[src/rtl/sec_rst_gen.sv]
module sec_rst_gen #(
  parameter int SYNC_STAGES = 2
) (
  input  logic clk_s,
  input  logic up_rst_n,
  input  logic ctl_bus_rst,
  input  logic irq_en,
  input  logic flag_clr,
  output logic sec_rst_n,
  output logic rst_flag,
  output logic irq,
  output logic park_req
);

  logic                   rst_req;
  logic [SYNC_STAGES-1:0] rel_q;
  logic                   bit_q;
  logic                   flag_q;

  assign rst_req = ~up_rst_n | ctl_bus_rst;

  always_ff @(posedge clk_s or posedge rst_req) begin
    if (rst_req) rel_q <= '0;
    else         rel_q <= {rel_q[SYNC_STAGES-2:0], 1'b1};
  end

  assign sec_rst_n = rel_q[SYNC_STAGES-1] & ~rst_req;
  assign park_req  = ~sec_rst_n;

  always_ff @(posedge clk_s or negedge up_rst_n) begin
    if (!up_rst_n) begin
      bit_q  <= 1'b0;
      flag_q <= 1'b0;
    end else begin
      bit_q <= ctl_bus_rst;
      if (bit_q && !ctl_bus_rst) flag_q <= 1'b1;
      else if (flag_clr)         flag_q <= 1'b0;
    end
  end

  assign rst_flag = flag_q;
  assign irq      = flag_q & irq_en;

endmodule

[config.mk]
export PLATFORM = sky130hd
export DESIGN_NAME = sec_rst_gen
export DESIGN_NICKNAME = d
export VERILOG_FILES = /design/src/rtl/sec_rst_gen.sv
export SDC_FILE = /design/constraint.sdc
export NUM_CORES = 1
export LEC_CHECK = 0
export BUFFER_PORTS_ARGS = -buffer_cell sky130_fd_sc_hd__buf_4
export CAP_MARGIN = 20
export CELL_PAD_IN_SITES_DETAIL_PLACEMENT = 1
export CELL_PAD_IN_SITES_GLOBAL_PLACEMENT = 2
export CORE_AREA = 2 2 39 41
export DETAILED_ROUTE_END_ITERATION = 8
export DIE_AREA = 0 0 41 43
export PLACE_DENSITY = 0.54
export SLEW_MARGIN = 15
export SYNTH_ARGS = -nofsm -noshare
export SYNTH_HDL_FRONTEND = slang
export SYNTH_SLANG_ARGS = --single-unit
[constraint.sdc]
create_clock -name clk_s -period 1.4 [get_ports clk_s]
set_input_delay 0 -clock clk_s [delete_from_list [all_inputs] [get_ports clk_s]]
set_output_delay 0 -clock clk_s [all_outputs]
set_load 0.02 [all_outputs]
== After elaboration in Yosys (flattened, before gate mapping) ==
Index checks and enable logic that the tools add are counted.

* Register bits after elaboration: 4
* Input bits: 5
* Output and inout bits: 4
* Logic and storage cells: 14

* Multiplexer cells: 2
* Bitwise operators: 6
* Reduce and logical (&&, ||, !) cells: 3

{| class="wikitable"
|+ Operators by type and width
! kind !! count
|-
| NOT 1 bit || 3
|-
| AND 1 bit || 2
|-
| two-way mux 1 bit || 2
|-
| nonzero test 2 bit || 1
|-
| logical AND 1 bit || 1
|-
| zero test 1 bit || 1
|-
| bitwise OR 1 bit || 1
|}

== Longest topological paths before layout ==
* Depth in word-level cells: 5
* Gate-level depth with buffers: 2
* Depth with buffers taken out: 2

== Worst setup path before layout ==
OpenSTA, ideal clock, no wires.

* Kind: register to output
* From: register flag_q (netlist: rst_flag)
* To: output port irq
* Arrival: 705 ps
* Required time: 1400 ps
* Setup slack: 695 ps
* Stages on the path, launching flop included: 2
* Path buffers: 0
* Cell sequence: dfrtp_1 and2_1

* Word-level cells in the longest chain between the ends: 1

{| class="wikitable"
|+ Ends and longest elaborated chain
! what !! RTL line !! RTL
|-
| from (decl) || 18 || <nowiki>logic flag_q;</nowiki>
|-
| from (signal assigned) || 33 || <nowiki>flag_q <= 1'b0;</nowiki>
|-
| from (signal assigned) || 36 || <nowiki>if (bit_q && !ctl_bus_rst) flag_q <= 1'b1;</nowiki>
|-
| from (signal assigned) || 37 || <nowiki>else if (flag_clr) flag_q <= 1'b0;</nowiki>
|-
| AND 1 bit || 42 || <nowiki>assign irq = flag_q & irq_en;</nowiki>
|-
| to (decl) || 11 || <nowiki>output logic irq,</nowiki>
|}

Every way passes these cells.

== Final worst setup path ==
* From: input port up_rst_n
* To: output port sec_rst_n

* Word-level cells in the longest chain between the ends: 4

{| class="wikitable"
|+ Ends and longest elaborated chain
! what !! RTL line !! RTL
|-
| from (decl) || 5 || <nowiki>input logic up_rst_n,</nowiki>
|-
| NOT 1 bit || 20 || <nowiki>assign rst_req = ~up_rst_n | ctl_bus_rst;</nowiki>
|-
| bitwise OR 1 bit || 20 ||
|-
| NOT 1 bit || 27 || <nowiki>assign sec_rst_n = rel_q[SYNC_STAGES-1] & ~rst_req;</nowiki>
|-
| AND 1 bit || 27 ||
|-
| to (decl) || 9 || <nowiki>output logic sec_rst_n,</nowiki>
|}

Every way passes these cells.

==> metrics.yaml <==
run_status:
  status: "finished, final reports clean"
cts:
  cts-root-buf: "clkbuf_4"
  clock_sinks: 4
  clockBufferDepth: 2
  clock_latency_ps: 240
  cts_tree: "yes"
  htreeDepth: 1
  cts_buffers: 3
  clkTransAtPathRegs_ps: 40
cells_and_area:
  num_antenna_cells: 0
  syn2layout_area_growth_pct: 89.8
  register_area_um2: 100
  fillCellCount: 161
  drive_gt1_share_pct: 46.2
  fin_nets: 33
  multi_input_area_um2: 40.0
  post-route-util_pct: 20.3
critical_path:
  crit_type: "input pin to primary output"
  cp-end-kind: "primary output"
  cp-start-kind: "input pin"
  required_ps: 1400
  cp_max_fo: 4
  worstPathArrival_ps: 1120
floorplanning:
  core.rowCount: 14
  die-area_um2: 1760
  die_h_um: 43
  ios: 9
  start_util_pct: 10.7
  core_um2: 1380
  die_w_um: 41
timing:
  period_minus_slack_ps: 1120
  rsz0062_at_grt: "no"
  tns_ps: 0
  final_max_slew_viol_count: 0
  finalHoldViolCount: 0
  fmax_mhz: 892
  setup_viol: 0
  finClkSkew_ps: 0.0467
  period_share_pct: 80.1
route:
  vias: 135
  dr.pass1.iters: 3
  ant_nets: 0
  drt_iter0_drc: 1
  vias_per_cell: 3.21
  drc_errors: 0
  routedWlPerCell_um: 8.38
  routed_wl_um: 352
logic_synthesis:
  async_reset_ff_share_pct: 100
  yosys-top-cells-area: "dfrtp_1 68%, nor2b_4 9.3%, and2_1 8.5%"
  synth_edf_count: 0
  netlist_instances: 12
  synth_area_leader_cell: "dfrtp_1"
  syn_area_um2: 148
  syn_nets: 17
  synthFlopType: "dfrtp_1"
  synthTopCellsByCount: "4 x dfrtp_1, 2 x and2_1, 2 x inv_1"
  synth_top_area_share_pct: 67.8
  ys_types: 7
  synth-seq-area-share_pct: 67.8
  synth.most_common_cell: "dfrtp_1"
  yosysWarnings: 0
  synth-seq-cells: 4
  post_synth.cell_area_avg_um2: 12.3
job:
  maxCapViolCount: 0
global_routing:
  grt_pass1_vias: 141
  track_usage_pct: 5.75
  antenna_found_initial: 0
  overflow: 0
  grt_start_max_net_pins: 5
  grt_pass1_wl_um: 558
placement:
  hpwl_um: 268
  port_buffers: 8
  gp_congestion: 0.553
power:
  power_density_nw_per_um2: 1140
  vdd_ir_drop_max_uv: 213
  power_leakage_uw: 0.000142
worst_hold_path:
  hold_class: "input pin to asynchronous set/reset pin"
[report_power, final]
part | internal, uW | total (uW) | switching (uW)
Combinational | 26.6 | 47.3 | 20.8
Sequential | 123 | 127 | 3.53
Clock | 96.1 | 147 | 50.4
[timing repair]
action	CTS	global route
hold endpoints to repair	6	0
hold buffers	3	0
gates resized for setup	0	0
setup buffers	0	0
[final cells by class]
cell class,count,share of cell area [%]
inverters,2,2.68
repair buffers,11,32.1
clock buffers,3,8.04
multi-input cells,6,14.3
flip-flops and latches,4,35.7
well taps,16,7.14
[stage by stage]
step | hold WS [ps] | worst slack [ps] | power, uW | std cells | cell area [um^2]
2_1_floorplan | -296 | 695 | 146 | 12 | 148
3_3_place_gp | -212 | 746 | 168 | 36 | 228
4_1_cts | 96.2 | 267 | 329 | 42 | 280
5_1_grt | 119 | 232 | 339 | 42 | 280
3_5_place_dp | -209 | 728 | 170 | 36 | 228
6_report | 96.7 | 278 | 321 | 42 | 280
[layout by cell type (no fill, tap or decap)]
master / Yosys / routed
and2_1: 2 / 2
buf_4: 0 / 8
clkbuf_4: 0 / 3
conb_1: 1 / 1
dfrtp_1: 4 / 4
dlygate4sd3_1: 0 / 3
inv_1: 2 / 2
nand2_1: 1 / 1
nor2b_4: 1 / 1
o22ai_1: 1 / 1
[path summary, 6_finish.rpt]
| check | startpoint | to | slack, ps | depth (start not counted) |
|---|---|---|---|---|
| max | up_rst_n | sec_rst_n | 280 | 5 |
| min | up_rst_n | bit_q | 100 | 2 |
| max reg2reg | rst_flag | rst_flag | 760 | 2 |
| min reg2reg | rel_q[0] | rel_q[1] | 350 | 0 |
| max in group asynchronous | ctl_bus_rst | rel_q[1] | 1020 | 3 |
| min in group clk_s | irq_en | irq | 310 | 3 |
[cells by family after synthesis]
family | count (synthesis) | synth area share [%]
AO/OA/AOI/OAI | 1 | 4.24
buffers and inverters | 2 | 5.09
flip-flops | 4 | 67.8
other | 1 | 2.54
AND/OR/NAND/NOR | 4 | 20.3
[per-layer routing]
layer | part of all wire (%) | GRT usage (%)
met1 | 40 | 5.54
met2 | 39 | 5.94
met3 | 14 | 3.14
met4 | 6.0 | 10.0
met5 | 0 | 0
[sequential cells by signal, summed over array words and instances, names as in the netlist]
signal,cells
rst_flag,1
bit_q,1
rel_q,2
[critical path, stage by stage]
cell           delay [ps]
dlygate4sd3_1         540
buf_4                 150
nor2b_4               130
and2_1                150
buf_4                 150
(Power assumes the default switching activity.)
